### src/rtl/fwd_ex_pkg.sv
package fwd_ex_pkg;
    parameter int unsigned XLEN     = 32;
    parameter int unsigned NREG     = 32;
    parameter int unsigned NUM_PROD = 3;
    parameter int unsigned NUM_OPND = 2;
    localparam int unsigned REG_W   = $clog2(NREG);

    typedef logic [XLEN-1:0]  word_t;
    typedef logic [REG_W-1:0] reg_idx_t;

    // Select code value i+1 names producer latch i (0 = youngest).
    typedef enum logic [1:0] {
        SRC_RF = 2'b00,
        SRC_XM = 2'b01,
        SRC_MM = 2'b10,
        SRC_MR = 2'b11
    } fwd_src_e;

    typedef struct packed {
        logic     wr_en;
        reg_idx_t dest;
        logic     not_ready;   // result not yet valid in this latch
    } producer_t;
endpackage

### src/rtl/fwd_match.sv
module fwd_match
    import fwd_ex_pkg::*;
(
    input  reg_idx_t            src,
    input  producer_t           prod [NUM_PROD],
    output logic [NUM_PROD-1:0] hit
);
    for (genvar i = 0; i < NUM_PROD; i++) begin : g_cmp
        assign hit[i] = prod[i].wr_en && !prod[i].not_ready
                        && (prod[i].dest != '0) && (prod[i].dest == src);
    end
endmodule

### src/rtl/fwd_prio.sv
module fwd_prio
    import fwd_ex_pkg::*;
(
    input  logic [NUM_PROD-1:0] hit,
    output fwd_src_e            sel
);
    always_comb begin
        sel = SRC_RF;
        // walk oldest to youngest so the youngest hit overrides
        for (int i = NUM_PROD - 1; i >= 0; i--) begin
            if (hit[i]) sel = fwd_src_e'(2'(i + 1));
        end
    end
endmodule

### src/rtl/fwd_opmux.sv
module fwd_opmux
    import fwd_ex_pkg::*;
(
    input  fwd_src_e sel,
    input  word_t    rf_val,
    input  word_t    fwd_val [NUM_PROD],
    output word_t    opnd
);
    always_comb begin
        unique case (sel)
            SRC_XM:  opnd = fwd_val[0];
            SRC_MM:  opnd = fwd_val[1];
            SRC_MR:  opnd = fwd_val[2];
            default: opnd = rf_val;
        endcase
    end
endmodule

### src/rtl/fwd_ex_int.sv
module fwd_ex_int
    import fwd_ex_pkg::*;
(
    input  logic            clk,
    input  logic            rst,
    input  logic [REG_W-1:0] ex_rs1,
    input  logic [REG_W-1:0] ex_rs2,
    input  logic [XLEN-1:0] rf_rd1,
    input  logic [XLEN-1:0] rf_rd2,
    input  logic            xm_wr_en,
    input  logic [REG_W-1:0] xm_dest,
    input  logic            xm_is_load,
    input  logic [XLEN-1:0] xm_alu,
    input  logic            mm_wr_en,
    input  logic [REG_W-1:0] mm_dest,
    input  logic            mm_is_load,
    input  logic [XLEN-1:0] mm_alu,
    input  logic            mr_wr_en,
    input  logic [REG_W-1:0] mr_dest,
    input  logic            mr_mem_to_reg,
    input  logic [XLEN-1:0] mr_alu,
    input  logic [XLEN-1:0] mr_load,
    output logic [1:0]      sel_a,
    output logic [1:0]      sel_b,
    output logic [XLEN-1:0] opnd_a,
    output logic [XLEN-1:0] opnd_b
);
    producer_t prod    [NUM_PROD];
    word_t     fwd_val [NUM_PROD];
    word_t     mr_value;
    reg_idx_t  src     [NUM_OPND];
    word_t     rf_val  [NUM_OPND];
    fwd_src_e  sel     [NUM_OPND];
    word_t     opnd    [NUM_OPND];

    // write-back latch: load data or ALU result
    assign mr_value = mr_mem_to_reg ? mr_load : mr_alu;

    // loads in the two young latches are not ready
    assign prod[0] = '{wr_en: xm_wr_en, dest: xm_dest, not_ready: xm_is_load};
    assign prod[1] = '{wr_en: mm_wr_en, dest: mm_dest, not_ready: mm_is_load};
    assign prod[2] = '{wr_en: mr_wr_en, dest: mr_dest, not_ready: 1'b0};

    assign fwd_val[0] = xm_alu;
    assign fwd_val[1] = mm_alu;
    assign fwd_val[2] = mr_value;

    assign src[0]    = ex_rs1;
    assign src[1]    = ex_rs2;
    assign rf_val[0] = rf_rd1;
    assign rf_val[1] = rf_rd2;

    for (genvar k = 0; k < NUM_OPND; k++) begin : g_opnd
        logic [NUM_PROD-1:0] hit;
        fwd_match u_match (.src(src[k]), .prod(prod), .hit(hit));
        fwd_prio  u_prio  (.hit(hit), .sel(sel[k]));
        fwd_opmux u_mux   (.sel(sel[k]), .rf_val(rf_val[k]),
                           .fwd_val(fwd_val), .opnd(opnd[k]));
    end

    assign sel_a  = sel[0];
    assign sel_b  = sel[1];
    assign opnd_a = opnd[0];
    assign opnd_b = opnd[1];

    // ---------------- checks ----------------
    p_zero_src_rf_r3: assert property (@(posedge clk) disable iff (rst)
        (ex_rs1 == '0) |-> (sel_a == 2'b00 && opnd_a == rf_rd1));

    p_young_wins_r4: assert property (@(posedge clk) disable iff (rst)
        (xm_wr_en && !xm_is_load && xm_dest != '0 && xm_dest == ex_rs2)
        |-> (sel_b == 2'b01 && opnd_b == xm_alu));

    p_xm_not_load_r5: assert property (@(posedge clk) disable iff (rst)
        (sel_a == 2'b01) |-> !xm_is_load);

    p_mm_not_load_r5: assert property (@(posedge clk) disable iff (rst)
        (sel_b == 2'b10) |-> (!mm_is_load && opnd_b == mm_alu));

    p_mr_data_r6: assert property (@(posedge clk) disable iff (rst)
        (sel_a == 2'b11) |-> (opnd_a == (mr_mem_to_reg ? mr_load : mr_alu)));

    p_mr_gate_r2: assert property (@(posedge clk) disable iff (rst)
        (sel_b == 2'b11) |-> (mr_wr_en && mr_dest == ex_rs2));

    p_rf_pass_r7: assert property (@(posedge clk) disable iff (rst)
        (sel_b == 2'b00) |-> (opnd_b == rf_rd2));
endmodule

### config.mk
export PLATFORM = sky130hd
export DESIGN_NAME = fwd_ex_int
export DESIGN_NICKNAME = d
export VERILOG_FILES = /design/src/rtl/fwd_ex_pkg.sv /design/src/rtl/fwd_match.sv /design/src/rtl/fwd_prio.sv /design/src/rtl/fwd_opmux.sv /design/src/rtl/fwd_ex_int.sv
export SDC_FILE = /design/constraint.sdc
export NUM_CORES = 1
export LEC_CHECK = 0
export ABC_CLOCK_PERIOD_IN_PS = 2650
export BUFFER_PORTS_ARGS = -buffer_cell sky130_fd_sc_hd__buf_4
export CAP_MARGIN = 20
export CELL_PAD_IN_SITES_DETAIL_PLACEMENT = 2
export CELL_PAD_IN_SITES_GLOBAL_PLACEMENT = 2
export CORE_ASPECT_RATIO = 0.6
export CORE_MARGIN = 3
export CORE_UTILIZATION = 18
export DETAILED_ROUTE_END_ITERATION = 16
export GPL_ROUTABILITY_DRIVEN = 0
export PLACE_DENSITY_LB_ADDON = 0.12
export SYNTH_ARGS = -nofsm -noshare
export SYNTH_HDL_FRONTEND = slang
export SYNTH_SLANG_ARGS = --single-unit
### constraint.sdc
create_clock -name vclk -period 2.65
set_input_delay 0.265 -clock vclk [all_inputs]
set_output_delay 0.265 -clock vclk [all_outputs]
set_load 0.03 [all_outputs]
After elaboration in Yosys (flattened, before gate mapping). Index checks and enable logic that the tools add are counted.

Word-level logic and storage cells: 37. Output and inout port bits: 68. Input bits: 225. Register bits after elaboration: 0.

Multiplexer cells: 9. Reduce and logical (&&, ||, !) cells: 16. Eq/ne operators: 12.

Operators with widths (number): 32-bit one-hot mux with 3 select lines (2); 32-bit two-way mux (1); 5-bit == test (6); 5-bit nonzero test (3); 2-bit two-way mux (6); 1-bit logical AND (11); 2-bit == test, second input constant (4); 2-bit by 1-bit == test with 1-bit output, second input constant (2); 1-bit zero test (2).

Logic depth before layout (Yosys ltp). Gate-level depths: netlist of the first run.

Word-level depth: 8. Gate-level depth with buffers: 8. Depth with buffers taken out: 5.

Modules after synthesis. A second synthesis of the first run with hierarchy kept.

Cell total of the unflattened synthesis: 189. Area total of the unflattened synthesis: 2702.6 sq um.

By module, submodules not included: fwd_opmux (seq. area each 0.0 sq um, instances 2, area an instance 814.5 sq um, cells an instance 39); fwd_ex_int (seq. area each 0.0 sq um, instances 1, area an instance 548.0 sq um, cells an instance 37); fwd_match (seq. area each 0.0 sq um, instances 2, area an instance 244.0 sq um, cells an instance 33); fwd_prio (seq. area each 0.0 sq um, instances 2, area an instance 18.8 sq um, cells an instance 4).

Worst setup path after synthesis of the first run. OpenSTA, ideal clock, no wires.

Path type: input -> output. Start point: input port mr_dest[0]. End point: output port opnd_a[10]. Arrival time: 2.214 ns. Data required time: 2.385 ns. Path slack: 0.171 ns. Stages: 7. Buffers on the path: 2. Cell sequence: or4_1 o21a_1 and4_2 clkbuf_1 buf_2 mux2i_1 o221ai_1.

Word-level cells in the longest chain between the ends: 8. Elaborated cells on any way between the ends: 11. Those cells by class: eq/ne: 4; mux: 4; reduce/logical: 3.

RTL lines: start, declared (line fwd_ex_int.sv:19) `input logic [REG_W-1:0] mr_dest,`; 5-bit nonzero test (line fwd_match.sv:10) `&& (prod[i].dest != '0) && (prod[i].dest == src);`; 1-bit logical AND (line fwd_match.sv:10); 1-bit logical AND * (line fwd_match.sv:10); 2-bit two-way mux * (3 in a row) (line fwd_prio.sv:11) `if (hit[i]) sel = fwd_src_e'(2'(i + 1));`; 2-bit == test / 2-bit by 1-bit == test with 1-bit output (equally long branches) (line fwd_opmux.sv:10) `unique case (sel)`; 32-bit one-hot mux with 3 select lines * (line fwd_opmux.sv:10); end, declared (line fwd_ex_int.sv:25) `output logic [XLEN-1:0] opnd_a,`.

Every way passes the cells marked *; elsewhere a longest branch is shown, timed or not.

Final worst setup path of the first run.
Start point: input port mr_dest[0]. End point: output port opnd_b[3].

Word-level cells in the longest chain between the ends: 8. Elaborated cells on any way between the ends: 11. Those cells by class: eq/ne: 4; mux: 4; reduce/logical: 3.

RTL lines: 5-bit nonzero test (line fwd_match.sv:10); 1-bit logical AND (line fwd_match.sv:10); 1-bit logical AND * (line fwd_match.sv:10); 2-bit two-way mux * (3 in a row) (line fwd_prio.sv:11); 2-bit == test / 2-bit by 1-bit == test with 1-bit output (equally long branches) (line fwd_opmux.sv:10); 32-bit one-hot mux with 3 select lines * (line fwd_opmux.sv:10); end, declared (line fwd_ex_int.sv:26) `output logic [XLEN-1:0] opnd_b`.

Marks and branches as above.

==> summary.txt, run 1 <==
Vias per cell = 4.73
Die X = 176 µm
Drt wl/cell = 22.2 µm
Area growth from synthesis to layout = 81.7%
Diode count = 0
Initial Util = 0.187
Peak VDD IR = 0.0496 mV
Syn_area_per_cell = 7.96 µm²
Die Span Y = 108 µm
WP data required = 2.38 ns
Core Area = 0.0166 mm²
Reg power frac = 0
Post-Route WL = 19700 µm
Sw power = 0.423 mW
Pint = 0.485 mW
Initial antenna violation count = 0
Slew headroom = 0.570
Grt ovf = 0
Antenna viol nets, final = 0
Switching Fraction = 0.466
HP Class = input port to output port
Design area = 0.00564 mm²
Total die area = 0.0189 mm²
Post-synthesis net count = 615
# clk buffers = 0
Setup TNS Final = 0 ns
Final hold violations = 0
TritonRoute pass-1 iters = 4
Rows = 36
Drt drc = 0
Worst hold stages = 4
Outcome = complete, no violations
Largest net degree at the start of global routing = 46
Port Buffers = 291
Slew at the pin closest to its max-slew limit = 0.643 ns
Layout cell share with drive strength beyond 1 = 0.588
Worst EP arrival = 2.32 ns
Cell Pwr Density = 161 mW/mm²
GRT Util Overall = 0.194
IO Count = 293
Vias in the first global route = 4782
Crit path max fanout = 20
Nets = 889
Min Tclk post-route = 2.58 ns
Pleak = 2.69 nW
First-pass GRT wire length = 29000 µm
Synth cell types = 30
Synth warn = 0
CP Capture Type = output port
Comb power frac = 1.000
Crit path kind = input port to output port
Slew Viols, Final = 0
Clock Power Share = 0
Fmax = 387 MHz
Cell Area, Placed = 0.00557 mm²
Sequential share of the synthesized area = 0
Critical Path Start Type = input port
Via Count = 4209
Register area = 0 µm²
Sequential cells = 0
RSZ-0062 raised after global routing = false
Final setup fails = 0
Fin crit share = 0.974
Max-capacitance violation count = 0
Syn Inst Count = 390
Post-DP HPWL = 15500 µm
Cell area after synthesis = 0.00310 mm²
DRT iter0 DRCs = 130
==> power by group through the flow <==
stage	clock [mW]	combinational (mW)	sequential [mW]
after detailed placement	0	0.907	0
final	0	0.908	0
after floorplan	0	0.428	0
after CTS	0	0.915	0
after global placement	0	0.884	0
after global routing	0	0.970	0
==> cells by family (layout without fill, tap and decap cells) <==
kind of cell    after synthesis  in the layout  synth area share
compound gates               68             68             0.189
mux                          96             96             0.370
xor+xnor                     30             30            0.0846
simple gates                122            123             0.246
buf+inv                      74            345             0.110
==> critical path: stages <==
cell and delay [ns]:
buf_4 0.12, or4_1 0.51, o21a_1 0.21, and3_4 0.22, buf_12 0.18, mux2_4 0.32
a211o_1 0.29, buf_4 0.18
==> stage by stage <==
stage | utilization | hold slack (ns) | cells | setup slack [ns] | total power [mW]
2_1_floorplan | - | 0.813 | 390 | 0.171 | 0.428
3_3_place_gp | 0.336 | 0.894 | 887 | -0.0554 | 0.884
3_5_place_dp | 0.336 | 0.901 | 887 | -0.110 | 0.907
4_1_cts | 0.339 | 0.905 | 889 | 0.00644 | 0.915
5_1_grt | 0.340 | 0.914 | 890 | 0.00153 | 0.970
6_report | 0.340 | 0.900 | 890 | 0.0684 | 0.908
==> Yosys cell counts (4+ instances only) <==
cell type	count	area, µm²
and2_1	32	200
nand4_1	4	25.0
mux2_2	35	394
a211o_1	32	280
buf_2	7	35.0
mux2i_1	32	320
o221ai_1	32	280
nand3_1	33	165
clkbuf_1	29	109
nor3b_1	32	240
or4_1	5	37.5
xnor2_1	14	123
inv_1	33	124
mux2_4	29	435
nor2_1	5	18.8
xor2_1	16	140
==> placed cells by master, fill, tap and decap left out <==
cell	synthesis	routed
o21a_1	1	1
nor4_1	2	1
xor2_1	16	16
nor3b_1	32	30
nor2_2	0	1
a21oi_1	1	1
nor4_4	0	2
and2_1	32	32
o21ai_0	1	1
buf_4	0	306
nor2_1	5	4
xnor2_1	14	14
and3_4	0	1
a211o_1	32	32
nor3_1	2	2
a21o_1	1	1
buf_6	1	2
inv_1	33	33
or4_1	5	3
mux2_2	35	35
nand3_1	33	33
and4_2	1	1
nor2b_1	3	2
or2_2	1	1
o221ai_2	0	1
o221ai_1	32	31
buf_12	3	4
or4_2	0	2
nor3b_2	0	2
mux2_4	29	29
nand4_1	4	4
nor2b_4	0	2
mux2i_1	32	32
==> layout make-up <==
| class | count | area (µm²) |
|---|---|---|
| inverters | 33 | 124 |
| multi-input cells | 317 | 2830 |
| repair buffers | 312 | 2400 |
| well taps | 228 | 285 |
| fillers | 1961 | 10900 |
==> layer usage <==
| metal | GRT usage | wire, µm | vias up |
|---|---|---|---|
| li1 | - | - | 2002 |
| met1 | 0.235 | 8230 | 2042 |
| met2 | 0.363 | 9800 | 157 |
| met3 | 0.0493 | 1620 | 8 |
| met4 | 0.00903 | 78 | 0 |
| met5 | 0 | 0 | - |
==> final timing paths <==
check       start          to
min    mm_alu[28]  opnd_a[28]
max    mr_dest[0]   opnd_b[3]
==> timing repair <==
action                     in CTS  in global routing
pin swaps                       1                  0
setup buffers                   1                  1
hold buffers                    0                  0
resized for setup               4                  5
setup endpoints to repair      32                 55
gates cloned                    1                  0
No activity file was read; power rests on OpenSTA's default activity.
==> run 2: changes to the inputs <==
==> constraint.sdc (replaced) <==
create_clock -name vclk -period 2.65
set_input_delay 0 -clock vclk [all_inputs]
set_output_delay 0 -clock vclk [all_outputs]
set_load 0.03 [all_outputs]
==> run 2 against run 1 <==
Compared with the run above:
- utilization is 1.1 points lower
- sequential cell count stayed put
- die area stayed put
- non-clock buffer count is 13 lower
- worst setup slack better by 0.26 ns
- via count is 0.95% lower
- first-iteration DRC count is 8.5% higher
- count of clock-buffer cells in the layout stayed put
- critical path type unchanged
==> summary.txt, run 2 (synthesis gave the netlist of run 1 again) <==
Max incr delay on CP = 0.81 ns
WP data required = 2.65 ns
Largest net degree at the start of global routing = 67
Die X = 176 µm
Fin crit share = 0.878
HP Class = input port to output port
Hold Slack = 0.373 ns
Area growth from synthesis to layout = 75.7%
Fillers = 1984
Worst slack, placed = 0.285 ns
Slew at the pin closest to its max-slew limit = 1.01 ns
Nets = 875
RSZ-0062 raised after global routing = false
Critical Path Start Type = input port
Crit path cell chain = buf_4, or4_1, nor2_1, or4_2, nor2b_4, a211o_1, buf_4
Setup TNS Final = 0 ns
Via Count = 4169
Rows = 36
Antenna viol nets, final = 0
Commonest non-fill, non-tap cell in the layout = buf_4
Outcome = complete, no violations
Sequential cells = 0
Post-layout util = 0.329
Final hold violations = 0
Most frequent cells in the layout = buf_4 (298), mux2_2 (35), inv_1 (33), nand3_1 (33)
Final setup fails = 0
Most frequent CP cell = buf_4
Vias in the first global route = 4902
Vias per cell = 4.76
Grt ovf = 0
Layout cell share with drive strength beyond 1 = 0.573
Drt drc = 0
Register area = 0 µm²
Drt wl/cell = 22.1 µm
Slew headroom = 0.328
GRT Util Overall = 0.194
TritonRoute pass-1 iters = 4
Worst path slowest cell = nor2b_4
Crit path max fanout = 32
Post_cts resized = 0
Initial antenna violation count = 0
Worst EP arrival = 2.33 ns
Slew Viols, Final = 0
Cell Pwr Density = 163 mW/mm²
CP Capture Type = output port
# clk buffers = 0
Core Area = 0.0166 mm²
Peak VDD IR = 0.0543 mV
Cell Area, Placed = 0.00545 mm²
Max-capacitance violation count = 0
CTS Hold Buffers Added = 0
Total die area = 0.0189 mm²
Initial Util = 0.187
First-pass GRT wire length = 29100 µm
Post-Route WL = 19400 µm
Setup slack after layout = 0.323 ns
DRT iter0 DRCs = 141
IO Count = 293
Design area = 0.00545 mm²
Crit path kind = input port to output port
Post-CTS Setup Repair Bufs = 0
Post-DP HPWL = 15400 µm
Fmax = 430 MHz
Diode count = 0
Pleak = 2.59 nW
Port Buffers = 291
Min Tclk post-route = 2.33 ns
Die Span Y = 108 µm
-- run 2: per-layer routing --
metal	vias to the layer above	part of all wire	global-route usage
met1	2032	0.42	0.236
met2	158	0.50	0.367
met3	6	0.075	0.0455
li1	1973	-	-
met4	0	0.0046	0.00678
met5	-	0	0
-- run 2: where the power goes --
part	internal [mW]	switching [mW]
sequential	0	0
combinational	0.474	0.416
clock	0	0
total	0.474	0.416
-- run 2: area by class of cell --
class,count,area (µm²),area share
tap,228,285,0.0523
multi-input combinational,316,2790,0.511
inverter,33,124,0.0227
timing repair buffer,299,2260,0.414
-- run 2: final timing paths --
path,start,endpoint,slack (ns),cells after the start
max,mm_dest[0],opnd_b[7],0.32,7
min,mm_alu[19],opnd_a[19],0.37,4
-- run 2: worst max-delay path, delay by kind of cell --
kind / cells / cell delay (ns)
AOI/OAI and AO/OA: 1 / 0.25
and+or+nand+nor: 4 / 1.76
buffers and inverters: 2 / 0.30
-- run 2: through the flow --
| step | cells | power (mW) |
|---|---|---|
| 2_1_floorplan | 390 | 0.428 |
| 3_3_place_gp | 876 | 0.875 |
| 3_5_place_dp | 876 | 0.897 |
| 4_1_cts | 876 | 0.900 |
| 5_1_grt | 876 | 0.953 |
| 6_report | 876 | 0.890 |
==> run 3: changes to the inputs <==
--- a/config.mk
+++ b/config.mk
@@ -5,14 +5,15 @@
 export SDC_FILE = /design/constraint.sdc
 export NUM_CORES = 1
 export LEC_CHECK = 0
-export ABC_CLOCK_PERIOD_IN_PS = 2650
+export ABC_AREA = 1
+export ABC_CLOCK_PERIOD_IN_PS = 2100
 export BUFFER_PORTS_ARGS = -buffer_cell sky130_fd_sc_hd__buf_4
 export CAP_MARGIN = 20
 export CELL_PAD_IN_SITES_DETAIL_PLACEMENT = 2
 export CELL_PAD_IN_SITES_GLOBAL_PLACEMENT = 2
 export CORE_ASPECT_RATIO = 0.6
 export CORE_MARGIN = 3
-export CORE_UTILIZATION = 18
+export CORE_UTILIZATION = 14
 export DETAILED_ROUTE_END_ITERATION = 16
 export GPL_ROUTABILITY_DRIVEN = 0
 export PLACE_DENSITY_LB_ADDON = 0.12
==> constraint.sdc (replaced) <==
create_clock -name vclk -period 2.1
set_input_delay 0 -clock vclk [all_inputs]
set_output_delay 0 -clock vclk [all_outputs]
set_load 0.03 [all_outputs]
==> run 3 against run 2 <==
Compared with the run above:
- combinational power up 34%
- count of clock-buffer cells in the layout unchanged
- synthesized cell count up 65%
- critical path depth up 3
- via count up 28%
- utilization down 7.3 points
- cell count up 38%
- critical path type unchanged
- critical endpoint is now opnd_a[6]
- largest power group unchanged
==> summary.txt, run 3 <==
Most common library cells after synthesis = nand2_1 (148), nand4_1 (100), inv_1 (83), nand3_1 (83), nor2_1 (72)
Antenna viol nets, final = 0
Slew Viols, Final = 0
RSZ-0062 raised after global routing = false
Cell Pwr Density = 208 mW/mm²
DRT iter0 DRCs = 200
Vias per cell = 4.41
Crit path kind = input port to output port
Crit path max fanout = 15
Slew headroom = 0.625
Synth area leader = nand4_1
Diode count = 0
Drt drc = 0
Layout cell share with drive strength beyond 1 = 0.398
Register area = 0 µm²
Final setup fails = 0
Synth cell types = 27
Top-count cell post-synth = nand2_1
GRT Util Overall = 0.179
Vias in the first global route = 5598
Multi-input gate area = 0.00265 mm²
Via Count = 5328
Core Area = 0.0224 mm²
Total die area = 0.0251 mm²
Rows = 42
Setup TNS Final = 0 ns
Initial antenna violation count = 0
Post-DP HPWL = 19200 µm
First-pass GRT wire length = 35300 µm
HP Class = input port to output port
Peak VDD IR = 0.0807 mV
Crit path to = opnd_a[6]
Sequential share of the synthesized area = 0
Post-Route WL = 23900 µm
Worst EP arrival = 1.84 ns
Critical Path Start Type = input port
Top post-synthesis cells by area = nand4_1 (19%), nand2_1 (17%), nand3_1 (13%)
Final hold violations = 0
Grt ovf = 0
Most frequent cells in the layout = buf_4 (300), nand2_1 (148), nand4_1 (100)
Initial Util = 0.145
Fin crit share = 0.876
Pleak = 2.87 nW
Post_cts resized = 0
Die X = 203 µm
CP Capture Type = output port
Fmax = 544 MHz
Area growth from synthesis to layout = 76.6%
Cell area after synthesis = 0.00325 mm²
CTS Hold Buffers Added = 0
Syn_area_per_cell = 5.05 µm²
Synth top area share = 0.193
Crit path from = mm_dest[4]
Port Buffers = 291
Synth warn = 0
Syn Inst Count = 643
Fillers = 2889
Design area = 0.00573 mm²
Post-synthesis net count = 868
Min Tclk post-route = 1.84 ns
IO Count = 293
Post-CTS Setup Repair Bufs = 0
WP data required = 2.10 ns
Cell Area, Placed = 0.00573 mm²
Commonest non-fill, non-tap cell in the layout = buf_4
# clk buffers = 0
TritonRoute pass-1 iters = 4
Sequential cells = 0
Outcome = complete, no violations
Max-capacitance violation count = 0
Nets = 1128
Largest net degree at the start of global routing = 59
Slew at the pin closest to its max-slew limit = 0.563 ns
Drt wl/cell = 19.8 µm
Die Span Y = 124 µm
-- run 3: power by group --
group | switching, mW | leakage [nW] | internal, mW
combinational | 0.647 | 2.87 | 0.544
sequential | 0 | 0 | 0
clock | 0 | 0 | 0
total | 0.647 | 2.87 | 0.544
-- run 3: worst min-delay path by stage --
| stage | start | to | slack, ns | cells after the start |
|---|---|---|---|---|
| 3_5_place_dp | rf_rd1[15] | opnd_a[15] | 0.34 | 4 |
| 3_3_place_gp | rf_rd1[8] | opnd_a[8] | 0.34 | 4 |
| 4_1_cts | rf_rd1[15] | opnd_a[15] | 0.34 | 4 |
| 5_1_grt | rf_rd1[8] | opnd_a[8] | 0.37 | 4 |
| 2_1_floorplan | rf_rd1[1] | opnd_a[1] | 0.21 | 2 |
| 6_report | rf_rd1[15] | opnd_a[15] | 0.34 | 4 |
-- run 3: layout make-up --
class                           count  area share
Tap cell                          308      0.0672
Inverter                           92      0.0611
Timing Repair Buffer              305       0.410
Multi-Input combinational cell    504       0.461
-- run 3: per-layer routing --
metal,GRT usage,up-vias,routed length (µm)
li1,-,2657,-
met3,0.0397,0,1770
met5,0,-,0
met4,0,0,0
met2,0.276,173,10000
met1,0.270,2498,12100
-- run 3: worst max-delay path, cell delays in order --
cell     delay [ns]
buf_4          0.13
xnor2_1        0.19
nor2b_1        0.25
nand3_2        0.20
nand3_4        0.26
buf_4          0.25
nand3_1        0.08
nor2_1         0.23
nor2_1         0.07
buf_4          0.17
-- run 3: cell families after synthesis --
kind of cell	synth area share
compound gates	0.0555
buf+inv	0.188
xor+xnor	0.0459
mux	0.0555
simple gates	0.655
-- run 3: metrics by stage --
stage | cells | setup slack [ns] | hold WS, ns | util | power [mW]
4_1_cts | 1209 | 0.239 | 0.343 | 0.256 | 1.21
3_3_place_gp | 1209 | 0.238 | 0.342 | 0.256 | 1.20
2_1_floorplan | 643 | 0.697 | 0.214 | - | 0.546
5_1_grt | 1209 | 0.0713 | 0.366 | 0.256 | 1.30
6_report | 1209 | 0.260 | 0.338 | 0.256 | 1.19
3_5_place_dp | 1209 | 0.238 | 0.343 | 0.256 | 1.21
